===== src/rtl/mbist_seq.sv =====
module mbist_seq #(
  parameter int AW = 7,
  parameter int DW = 32,
  parameter int SW = 16,
  parameter int RW = 4
) (
  input  logic          clk,
  input  logic          rst_n,
  input  logic          start,
  input  logic [1:0]    mode,
  input  logic          stop_on_fail,
  input  logic [DW-1:0] pattern,
  input  logic [AW-1:0] tgt_addr,
  input  logic [SW-1:0] settle_cycles,
  input  logic [RW-1:0] repeat_cnt,
  output logic [AW-1:0] mem_addr,
  output logic          mem_we,
  output logic          mem_re,
  output logic [DW-1:0] mem_wdata,
  input  logic [DW-1:0] mem_rdata,
  output logic          sup_low_req,
  input  logic          sup_ack,
  output logic          busy,
  output logic          done,
  output logic          fail,
  output logic [AW-1:0] fail_addr,
  output logic [DW-1:0] fail_exp,
  output logic [1:0]    fail_mode
);
  typedef enum logic [2:0] {S_IDLE, S_SUP, S_WAIT, S_RUN, S_FLUSH, S_DONE} st_t;
  localparam logic [AW-1:0] ATOP = {AW{1'b1}};
  localparam logic [2:0] EL_LAST = 3'd4;

  st_t st;
  logic [1:0] md, op, nops;
  logic [2:0] el;
  logic [AW-1:0] addr, paddr;
  logic [SW-1:0] cnt;
  logic [RW-1:0] rc;
  logic inv, pv, rd_m, dbit, down;
  logic [DW-1:0] pexp;

  always_comb begin
    rd_m = 1'b0; dbit = 1'b1; down = 1'b0; nops = 2'd1;
    case (el)
      3'd0: ;
      3'd1: begin nops = 2'd3; rd_m = (op == 2'd1); dbit = (op == 2'd2); end
      3'd2: begin nops = 2'd2; down = 1'b1; rd_m = (op == 2'd0); dbit = (op == 2'd0); end
      3'd3: begin nops = 2'd2; rd_m = (op == 2'd0); dbit = (op == 2'd1); end
      default: begin down = 1'b1; rd_m = 1'b1; end
    endcase
  end

  wire march = (md == 2'd0) || (md == 2'd3);
  wire is_rd = march ? rd_m : (el != 3'd0);
  wire [DW-1:0] wdat = march ? {DW{dbit}} : ((md == 2'd1) ? (pattern ^ {DW{inv}}) : pattern);
  wire running = (st == S_RUN);
  wire miss = pv && (mem_rdata != pexp);
  wire [RW:0] rc_nx = {1'b0, rc} + 1'b1;
  wire rlast = rc_nx >= {1'b0, repeat_cnt};
  wire [SW:0] cnt_nx = {1'b0, cnt} + 1'b1;
  wire settled = cnt_nx >= {1'b0, settle_cycles};
  wire a_end = down ? (addr == '0) : (addr == ATOP);
  wire nxt_down = (el == 3'd1) || (el == 3'd3);

  assign mem_addr  = addr;
  assign mem_we    = running & ~is_rd;
  assign mem_re    = running & is_rd;
  assign mem_wdata = wdat;
  assign busy      = (st != S_IDLE);
  assign done      = (st == S_DONE);

  always_ff @(posedge clk or negedge rst_n) begin
    if (!rst_n) begin
      st <= S_IDLE; md <= '0; el <= '0; op <= '0; addr <= '0; cnt <= '0; rc <= '0;
      inv <= 1'b0; pv <= 1'b0; pexp <= '0; paddr <= '0; sup_low_req <= 1'b0;
      fail <= 1'b0; fail_addr <= '0; fail_exp <= '0; fail_mode <= '0;
    end else begin
      pv <= mem_re;
      pexp <= wdat;
      paddr <= addr;
      if (miss && !fail) begin
        fail <= 1'b1; fail_addr <= paddr; fail_exp <= pexp; fail_mode <= md;
      end
      case (st)
        S_IDLE: if (start) begin
          md <= mode; el <= '0; op <= '0; rc <= '0; fail <= 1'b0;
          addr <= (mode == 2'd2) ? tgt_addr : '0;
          if (mode == 2'd1) begin sup_low_req <= 1'b1; st <= S_SUP; end
          else st <= S_RUN;
        end
        S_SUP: if (sup_ack == sup_low_req) begin cnt <= '0; st <= S_WAIT; end
        S_WAIT: if (settled) st <= S_RUN; else cnt <= cnt + 1'b1;
        S_RUN: begin
          if (march) begin
            if (op == nops - 2'd1) begin
              op <= '0;
              if (a_end) begin
                if (el == EL_LAST) st <= S_FLUSH;
                else begin el <= el + 3'd1; addr <= nxt_down ? ATOP : '0; end
              end else addr <= down ? addr - 1'b1 : addr + 1'b1;
            end else op <= op + 2'd1;
          end else if (md == 2'd1) begin
            if (addr == ATOP) begin
              addr <= '0;
              if (el == 3'd0) begin el <= 3'd1; sup_low_req <= 1'b0; st <= S_SUP; end
              else begin inv <= ~inv; st <= S_FLUSH; end
            end else addr <= addr + 1'b1;
          end else begin
            if (el == 3'd0) el <= 3'd1;
            else if (rlast) st <= S_FLUSH;
            else rc <= rc + 1'b1;
          end
          if (miss && stop_on_fail) st <= S_DONE;
        end
        S_FLUSH: st <= S_DONE;
        S_DONE: st <= S_IDLE;
        default: st <= S_IDLE;
      endcase
    end
  end

  a_r5_no_read_at_low: assert property (@(posedge clk) disable iff (!rst_n)
    sup_low_req |-> !mem_re);
  a_r6_quiet_on_drop: assert property (@(posedge clk) disable iff (!rst_n)
    $fell(sup_low_req) |-> !(mem_we || mem_re));
  a_r6_quiet_on_raise: assert property (@(posedge clk) disable iff (!rst_n)
    $rose(sup_low_req) |-> !(mem_we || mem_re));
  a_r9_done_single: assert property (@(posedge clk) disable iff (!rst_n)
    done |=> !done);
  a_r9_busy_from_start: assert property (@(posedge clk) disable iff (!rst_n)
    $rose(busy) |-> $past(start));
  a_r3_fail_sticky: assert property (@(posedge clk) disable iff (!rst_n)
    $fell(fail) |-> $past(start));
  a_r8_same_word: assert property (@(posedge clk) disable iff (!rst_n)
    (mem_re && md == 2'd2) |-> $stable(mem_addr));
endmodule


===== config.mk =====
export PLATFORM = sky130hd
export DESIGN_NAME = mbist_seq
export DESIGN_NICKNAME = d
export VERILOG_FILES = /design/src/rtl/mbist_seq.sv
export SDC_FILE = /design/constraint.sdc
export NUM_CORES = 1
export LEC_CHECK = 0
export BUFFER_PORTS_ARGS = -buffer_cell sky130_fd_sc_hd__buf_2
export CORE_UTILIZATION = 48
export CTS_CLUSTER_SIZE = 16
export DETAILED_ROUTE_END_ITERATION = 6
export GPL_ROUTABILITY_DRIVEN = 0
export PLACE_DENSITY = 0.77
export SKIP_CTS_REPAIR_TIMING = 1
export SYNTH_ARGS = -nofsm -noshare
export SYNTH_HDL_FRONTEND = slang
export SYNTH_SLANG_ARGS = --single-unit

===== constraint.sdc =====
create_clock -name clk -period 3.39 [get_ports clk]
set_input_delay 0.1695 -clock clk [delete_from_list [all_inputs] [get_ports clk]]
set_output_delay 0.1695 -clock clk [all_outputs]
set_load 0.05 [all_outputs]

# After elaboration in Yosys (flattened, before gate mapping)
# Index checks and enable logic that the tools add are counted.
dict set report word_totals {
  regBits 121
  input_bits 98
  out_inout_bits 86
  wordCells 169
}
dict set report op_classes {
  addsub 9
  order_cmp 2
  n_eq_ne 44
  mux 65
  n_bitwise 7
  reduce_logical 26
}
# operator n
set op_table {}
lappend op_table {{2-to-1 mux 7 bit} 10}
lappend op_table {{2-to-1 mux 32 bit} 2}
lappend op_table {{2-to-1 mux 3 bit} 21}
lappend op_table {{2-to-1 mux 16 bit} 2}
lappend op_table {{!= test 32 bit} 1}
lappend op_table {{one-hot mux 16 bit (2 select lines)} 1}
lappend op_table {{XOR 32 bit} 1}
lappend op_table {{2-to-1 mux 4 bit} 5}
lappend op_table {{!= test 2 bit (second input constant)} 10}
lappend op_table {{adder 16 x 1 -> 17 bit (second input constant)} 1}
lappend op_table {{>= comparator 17 x 16 -> 1 bit} 1}
lappend op_table {{adder 16 x 1 -> 16 bit (second input constant)} 1}
lappend op_table {{one-hot mux 3 bit (5 select lines)} 1}
lappend op_table {{one-hot mux 7 bit (2 select lines)} 1}
lappend op_table {{== test 3 x 2 -> 1 bit (second input constant)} 4}
lappend op_table {{!= test 4 x 2 -> 1 bit (second input constant)} 3}
lappend op_table {{AND reduction 6 bit} 2}
lappend op_table {{2-to-1 mux 1 bit} 11}
lappend op_table {{AND reduction 5 bit} 2}
lappend op_table {{== test 3 bit (second input constant)} 3}
lappend op_table {{!= test 3 x 2 -> 1 bit (second input constant)} 3}
lappend op_table {{AND reduction 9 bit} 1}
lappend op_table {{2-to-1 mux 2 bit} 4}
lappend op_table {{one-hot mux 2 bit (2 select lines)} 2}
lappend op_table {{other kinds (40)} 60}

# Depth between registers and ports, before layout
# Gate-level depths: netlist of run 1.
dict set report depth {
  ltp_word 9
  depth_mapped 16
}

# Least setup slack after synthesis of run 1
# OpenSTA, ideal clock, no wires.
dict set report synth_path {
  path_type {register -> register}
  startpoint {reg cnt[0]}
  endpoint {reg cnt[9]}
  setup_time_ps 76
  arrival_time_ps 3453
  slack_ps -140
  path_stages_with_launch 16
  path_buffers 1
  synth_period_minus_slack_ps 3530
  path_cell_list {dfrtp_1 ha_1 nand4_1 or3_1 buf_2 nor2_1 nor2_1 or2_1 ha_1 a211oi_1 o211ai_1 a221oi_1 o211ai_2 or2b_2 or3_1 o21ai_1}
}
dict set report synth_between {
  elab_chain_cells 4
  word_cells_on_any_way 7
  cone_classes {2 x add/sub; 1 x order compare; 1 x eq/ne; 2 x mux; 1 x reduce/logical}
}
# item line_no
set synth_rtl {}
lappend synth_rtl {{start, declared} 38} ;# logic [SW-1:0] cnt;
lappend synth_rtl {{start signal, assigned} 75} ;# st <= S_IDLE; md <= '0; el <= '0; op <= '0; addr <= '0; cnt <= '0; rc <= '0;
lappend synth_rtl {{start signal, assigned} 92} ;# S_SUP: if (sup_ack == sup_low_req) begin cnt <= '0; st <= S_WAIT; end
lappend synth_rtl {{start signal, assigned} 93} ;# S_WAIT: if (settled) st <= S_RUN; else cnt <= cnt + 1'b1;
lappend synth_rtl {{adder 16 x 1 -> 17 bit} 61} ;# wire [SW:0] cnt_nx = {1'b0, cnt} + 1'b1;
lappend synth_rtl {{>= comparator 17 x 16 -> 1 bit} 62} ;# wire settled = cnt_nx >= {1'b0, settle_cycles};
lappend synth_rtl {{!= test 2 bit (no source line)} --}
lappend synth_rtl {{AND reduction 3 bit (no source line)} --}
# Several ways; a longest one is shown, not always the timed one. The select of a mux whose other input is x is not followed.
# A chain may end at the register's enable or synchronous reset.

# Final worst setup path of run 1
dict set report layout_path {
  startpoint {reg cnt[1]}
  endpoint {reg cnt[9]}
}
# The elaborated chain is that of the path after synthesis.

==> results of run 1 <==
## worst paths after layout
path,from,to,cells after the start
setup / recovery,cnt[1],cnt[9],14
hold / removal,mode[0],md[0],3
setup reg to reg,cnt[1],cnt[9],14
hold reg to reg,paddr[5],fail_addr[5],1
max in group asynchronous,rst_n,cnt[12],3
min in group asynchronous,rst_n,fail_exp[22],2
## area by class of cell
type,count,share of cell area
clock buffer,22,0.0553
inverter,44,0.0193
tap,176,0.0257
multi-input combinational,472,0.401
sequential,121,0.353
clock inverter,8,0.00846
timing repair buffer,210,0.137
## cells by family (layout without fill, tap and decap cells)
logic type,Yosys count,after routing,synth area share
simple gates,164,164,0.126
buf+inv,77,284,0.0471
mux,42,42,0.0701
flops,121,121,0.451
fa+ha+maj,33,33,0.0615
compound gates,148,148,0.134
xor+xnor,85,85,0.111
## critical path, delay by kind of cell, from the launching register on
family / cells / cell delay [ps]
AOI/OAI and AO/OA: 5 / 880
adders and majority gates: 2 / 410
DFF: 1 / 350
and+or+nand+nor: 7 / 1600
## through the flow
| stage | instances | hold WS, ps | util | area (um^2) | setup TNS, ps |
|---|---|---|---|---|---|
| 4_1_cts | 1044 | -203 | 0.627 | 8440 | -83.1 |
| 3_5_place_dp | 1014 | 234 | 0.587 | 7890 | -68.3 |
| 6_report | 1053 | 5.43 | 0.638 | 8580 | 0 |
| 5_1_grt | 1053 | 10.2 | 0.638 | 8580 | -192 |
| 2_1_floorplan | 670 | -126 | - | 6730 | -12.8 |
| 3_3_place_gp | 1014 | 236 | 0.587 | 7890 | 0 |
## flip-flops by register name, indices dropped and copies added, names as in the netlist, 2 cells and up
register	flops
rc	4
el	3
cnt	16
fail_addr	7
st	3
fail_mode	2
fail_exp	32
op	2
pexp	32
md	2
paddr	7
mem_addr	7
## routing by layer
layer | vias to the layer above | track usage | wire length [um]
li1 | 2746 | - | -
met4 | 0 | 0.0694 | 197
met1 | 2712 | 0.296 | 7180
met5 | - | 0 | 0
met3 | 16 | 0.0505 | 935
met2 | 175 | 0.432 | 8850
## synth_stat cells, types with 3 or more instances
library cell and n:
a2111oi_0 5, a211oi_1 4, a21oi_1 22, a22oi_1 4, a31oi_1 5, and2_1 4
and3_1 4, buf_1 4, buf_2 7, clkbuf_1 19, dfrtp_1 121, ha_1 33
inv_1 44, mux2_2 40, nand2_1 35, nand2b_1 7, nand3_1 26, nand4_1 13
nor2_1 28, nor2b_1 8, nor3_1 16, nor4_1 6, o211ai_1 4, o21a_1 3
o21ai_0 57, o21ai_1 19, o21bai_1 4, or3_1 4, xnor2_1 49, xor2_1 36
==> impl_metrics.toml, run 1 <==
[detailed_routing]
dr.pass1.iters = 4
wl_per_cell_um = 16.3
postRouteAntennaNets = 0
detail_route.iter0.violations = 271
vias_per_cell = 5.36
dr_total_vias = 5649
wl_um = 17200
drc = 0

[final_layout]
nets = 997
synthToLayoutAreaGrowth_pct = 27.7
layout_commonest_cell = "buf_2"
n_antenna_cell = 0
register_area_um2 = 3030
fillers = 1060
multiInputGateArea_um2 = 3440
drive_above_1_share = 0.334
layout_common_cells = "182 x buf_2, 121 x dfrtp_1, 57 x o21ai_0, 49 x xnor2_1, 44 x inv_1"

[timing]
fin_ws_ps = 77.5
final.setup_skew_ps = 8.56
max_slew_margin = 0.451
min_period_over_period = 0.977
slew_violations = 0
final.min_clock_period_ps = 3310
hold_violations = 0
tightestPinTransition_ps = 822
finalSetupViolCount = 0
fmax_ghz = 0.302

[global_routing]
grt_max_degree = 72
antenna_found_initial = 0
grt_usage = 0.243
grt_pass1_wl_um = 27100
grt_overflow_total = 0
grt_pass1_vias = 5401

[worst_setup_path]
cp_max_fo = 7
path_cells = "ha_2, nand4_1, or3_4, nor2_2, nor2_1, or2_1, ha_4, a211oi_2, o211ai_1, a221oi_2, o211ai_2, or2b_4, or3_1, o21ai_1"
critPathKind = "reg -> reg"
r2r_slack_ps = 80
cp.arrival_ps = 3640
crit_path_max_incr_delay_ps = 390
slowest_stage = "or3_4"
worst_setup_path_start_kind = "flop"
critPathRequiredTime_ps = 3720
end_kind = "flop"

[die]
core_um2 = 13500
fp-row-count = 42
die_w_um = 120
die_height_um = 120
ios = 184
die_area_um2 = 14500
initial_core_util = 0.499

[logic_synthesis]
netlist_area_um2 = 6710
yosysTopAreaCell = "dfrtp_1"
synth_area_leaders = "dfrtp_1 45%, mux2_2 6.7%, xnor2_1 6.4%"
avgSynthCellArea_um2 = 10.0
ys_types = 58
synth_nets = 801
yosysWarnings = 0
synth-seq-cells = 121
synth_cells = 670
synthArstFlopShare = 1.00
ys.flop_type = "dfrtp_1"
ys_seq_area_frac = 0.451
synth_edf_count = 0
synth_top_area_share = 0.451

[clocking]
clock_latency_ps = 410
ctsLongestPathBuffers = 2
cts.sinks = 121
cts_made_buffers = 17
root_buffer = "clkbuf_16"
htree_levels = 4
clkTransAtPathRegs_ps = 50
cts_tree = "done"

[placed_design]
portBuffers = 183
dp_hpwl_um = 12600
pre_cts_slack_ps = -58.7

[worst_hold_path]
min_path_type = "in -> reg"

[flow_run]
cap_violations = 0

[run_status]
outcome = "complete, no violations"
Power of run 1 is left out: the tool's default activity adds up to more than one toggle a clock period on the data nets, which glitch-free logic cannot reach.
==> inputs of run 2 (changes only) <==
--- a/config.mk
+++ b/config.mk
@@ -6,12 +6,15 @@
 export NUM_CORES = 1
 export LEC_CHECK = 0
 export BUFFER_PORTS_ARGS = -buffer_cell sky130_fd_sc_hd__buf_2
+export CORE_ASPECT_RATIO = 0.6
+export CORE_MARGIN = 5
 export CORE_UTILIZATION = 48
 export CTS_CLUSTER_SIZE = 16
 export DETAILED_ROUTE_END_ITERATION = 6
 export GPL_ROUTABILITY_DRIVEN = 0
 export PLACE_DENSITY = 0.77
 export SKIP_CTS_REPAIR_TIMING = 1
+export SLEW_MARGIN = 10
 export SYNTH_ARGS = -nofsm -noshare
 export SYNTH_HDL_FRONTEND = slang
 export SYNTH_SLANG_ARGS = --single-unit
==> impl_metrics.toml, run 2 (synthesis results as in run 1) <==
[worst_hold_path]
hold_path.startpoint = "mode[0]"
min_path_type = "in -> reg"

[final_layout]
register_area_um2 = 3030
multiInputGateArea_um2 = 3440
nets = 992
n_antenna_cell = 0
layout_common_cells = "183 x buf_2, 121 x dfrtp_1, 56 x o21ai_0, 49 x xnor2_1, 44 x inv_1"
layout_commonest_cell = "buf_2"
drive_above_1_share = 0.335
top_regs = "fail_exp: 32 flops, pexp: 32 flops, cnt: 16 flops"
fillers = 1096
synthToLayoutAreaGrowth_pct = 27.8

[global_routing]
antenna_found_initial = 0
grt_overflow_total = 0
grt_pass1_wl_um = 29200
grt_pass1_vias = 5603
grt_usage = 0.224
grt_max_degree = 55

[worst_setup_path]
critPathRequiredTime_ps = 3220
cp_max_fo = 25
critPathKind = "reg -> out"
worst_setup_path_start_kind = "flop"
crit_buf_inv = 3
cp.arrival_ps = 3090
critPathLaunch = "md[1]"
end_kind = "output port"
cpLargestDelayFamily = "buffers and inverters"
slowest_stage = "nand2_2"
crit_path_max_incr_delay_ps = 570
r2r-start = "cnt[1]"
path_cells = "inv_1, ha_1, nand2_2, buf_4, xor2_1, o21ai_0, buf_2"

[timing]
slew_violations = 0
holdWs_ps = 3.93
tightestPinTransition_ps = 884
final.setup_skew_ps = 10.4
final.min_clock_period_ps = 3260
finalSetupViolCount = 0
min_period_over_period = 0.960
rsz0062_at_grt = "true"
max_slew_margin = 0.407
hold_violations = 0
fmax_ghz = 0.307

[clocking]
cts_tree = "done"
clkTransAtPathRegs_ps = 50
ctsLongestPathBuffers = 2
cts_made_buffers = 17
htree_levels = 4
clock_latency_ps = 410
cts.sinks = 121
root_buffer = "clkbuf_16"

[detailed_routing]
wl_um = 18600
drc = 0
detail_route.iter0.violations = 545
dr.pass1.iters = 5
vias_per_cell = 5.39
postRouteAntennaNets = 0
dr_total_vias = 5743
wl_per_cell_um = 17.4

[die]
core_um2 = 13700
initial_core_util = 0.491
fp-row-count = 33
die_area_um2 = 16500
die_w_um = 163
die_height_um = 102
ios = 184

[placed_design]
portBuffers = 183
dp_hpwl_um = 13800

[flow_run]
cap_violations = 0

[run_status]
outcome = "complete, no violations"
[run 2: changes by cell type in the layout (fill, tap and decap cells not counted), moves of 2 or more]
cell | previous run | this run
clkinv_4 | 0 | 6
buf_4 | 22 | 17
clkinvlp_4 | 3 | 0
buf_12 | 4 | 2
clkbuf_8 | 3 | 1
inv_6 | 0 | 2
[run 2: area by class of cell]
class                      instances  share of cell area
inverter                          44              0.0193
clock buffer                      19              0.0516
multi-input combinational        472               0.401
sequential                       121               0.353
timing repair buffer             205               0.130
tap                              192              0.0280
clock inverter                    13              0.0169
[run 2: worst min-delay path, cell delays in order]
cell and delay (ps):
buf_2 110, nand2_1 50, nand2_1 50
[run 2: final timing paths]
| check | to | cells after the start | slack [ps] |
|---|---|---|---|
| min | md[0] | 3 | 4 |
| max | mem_wdata[11] | 7 | 130 |
| min reg2reg | fail_mode[1] | 2 | 470 |
| max reg2reg | cnt[6] | 16 | 160 |
| min in group asynchronous | mem_addr[1] | 2 | 350 |
| max in group asynchronous | pexp[10] | 3 | 2290 |
[run 2: per-stage QoR]
step,TNS [ps],cells,worst slack [ps],area (um^2),util
floorplan,-12.8,670,-12.8,6730,-
global placement,0,1030,124,7900,0.578
detailed placement,0,1030,22.8,7900,0.578
CTS,-24.5,1062,-17.0,8490,0.621
global route,-95.6,1066,-31.0,8580,0.628
finish,0,1066,134,8580,0.628
[run 2: per-layer routing]
layer  GRT usage  part of all wire  vias up  routed length [um]
met4      0.0374            0.0046        0                  86
met2       0.349              0.45      237                8400
met1       0.325              0.47     2755                8680
met5           0                 0        -                   0
met3      0.0561             0.076        8                1410
li1            -                 -     2743                   -
Power of run 2 is left out for the same reason.
==> inputs of run 3 (changes only) <==
--- a/config.mk
+++ b/config.mk
@@ -5,13 +5,14 @@
 export SDC_FILE = /design/constraint.sdc
 export NUM_CORES = 1
 export LEC_CHECK = 0
-export BUFFER_PORTS_ARGS = -buffer_cell sky130_fd_sc_hd__buf_2
+export BUFFER_PORTS_ARGS = -buffer_cell sky130_fd_sc_hd__buf_4
 export CORE_ASPECT_RATIO = 0.6
 export CORE_MARGIN = 5
 export CORE_UTILIZATION = 48
 export CTS_CLUSTER_SIZE = 16
 export DETAILED_ROUTE_END_ITERATION = 6
 export GPL_ROUTABILITY_DRIVEN = 0
+export HOLD_SLACK_MARGIN = 0.03
 export PLACE_DENSITY = 0.77
 export SKIP_CTS_REPAIR_TIMING = 1
 export SLEW_MARGIN = 10
==> impl_metrics.toml, run 3 (synthesis results as in run 1) <==
[clocking]
cts.sinks = 121
clkTransAtPathRegs_ps = 60
htree_levels = 4
clock_latency_ps = 410
cts_tree = "done"
root_buffer = "clkbuf_16"
cts_made_buffers = 17
ctsLongestPathBuffers = 2

[global_routing]
grt_pass1_vias = 5528
grt_usage = 0.223
grt_pass1_wl_um = 29200
grt_max_degree = 72
grt_overflow_total = 0
antenna_found_initial = 0

[detailed_routing]
drc = 0
vias_per_cell = 5.34
dr.pass1.iters = 5
dr_total_vias = 5703
postRouteAntennaNets = 0
detail_route.iter0.violations = 461
wl_per_cell_um = 17.5
wl_um = 18700

[final_layout]
multiInputGateArea_um2 = 3430
top_regs = "fail_exp: 32 flops, pexp: 32 flops, cnt: 16 flops"
nets = 994
synthToLayoutAreaGrowth_pct = 34.8
drive_above_1_share = 0.333
register_area_um2 = 3030
n_antenna_cell = 0
layout_common_cells = "201 x buf_4, 121 x dfrtp_1, 57 x o21ai_0, 49 x xnor2_1, 44 x inv_1"
fillers = 1095
layout_commonest_cell = "buf_4"

[worst_setup_path]
critPathRequiredTime_ps = 3720
critPathLaunch = "cnt[0]"
cp_max_fo = 7
worst_setup_path_start_kind = "flop"
r2r-start = "cnt[0]"
reg2reg_depth = 14
cp.arrival_ps = 3560
critPathKind = "reg -> reg"
end_kind = "flop"

[timing]
holdWs_ps = 60.1
finalSetupViolCount = 0
tightestPinTransition_ps = 878
final.setup_skew_ps = 10.6
finalSetupTns_ps = 0
slew_violations = 0
hold_violations = 0
fmax_ghz = 0.310
fin_ws_ps = 160
min_period_over_period = 0.953
final.min_clock_period_ps = 3230
max_slew_margin = 0.411

[die]
ios = 184
fp-row-count = 33
core_um2 = 13700
die_area_um2 = 16500
die_w_um = 163
die_height_um = 102
initial_core_util = 0.491

[worst_hold_path]
hold_path.startpoint = "tgt_addr[3]"
hold_depth = 3
min_path_type = "in -> reg"

[run_status]
outcome = "complete, no violations"

[flow_run]
cap_violations = 0

[placed_design]
portBuffers = 183
dp_hpwl_um = 14000
pre_cts_slack_ps = 40.7
[run 3: critical path, cell delays in order (launching register included)]
cell	delay, ps
dfrtp_1	360
buf_4	140
nand3_1	90
or3_4	420
nor2_1	110
nand2_1	70
xnor2_1	220
ha_1	290
o21a_1	200
o21a_1	170
a221oi_2	250
o211ai_2	140
or2b_4	310
or3_1	310
o21ai_1	70
[run 3: layout make-up]
class,count,area share
Multi-Input combinational cell,472,0.379
Sequential cell,121,0.334
Timing Repair Buffer,207,0.176
Clock buffer,18,0.0485
Tap cell,192,0.0265
Inverter,44,0.0182
Clock inverter,14,0.0178
[run 3: stage by stage]
stage          cell area (um^2)  std cells   util
5_1_grt                    9050       1068  0.662
3_3_place_gp               8350       1029  0.611
4_1_cts                    8950       1061  0.655
6_report                   9050       1068  0.662
2_1_floorplan              6730        670      -
3_5_place_dp               8350       1029  0.611
[run 3: path summary, 6_finish.rpt]
kind	endpoint	slack, ps
max	cnt[9]	160
min	mem_addr[3]	60
max reg2reg	cnt[9]	160
min reg2reg	fail_addr[4]	470
max in group asynchronous	pexp[18]	2240
min in group asynchronous	mem_addr[1]	330
[run 3: layer usage]
| layer | vias to the layer above | part of all wire | GRT usage |
|---|---|---|---|
| met5 | - | 0 | 0 |
| met1 | 2758 | 0.48 | 0.323 |
| met2 | 192 | 0.45 | 0.347 |
| met4 | 0 | 0.0061 | 0.0438 |
| li1 | 2742 | - | - |
| met3 | 11 | 0.068 | 0.0533 |
Power of run 3 is left out for the same reason.
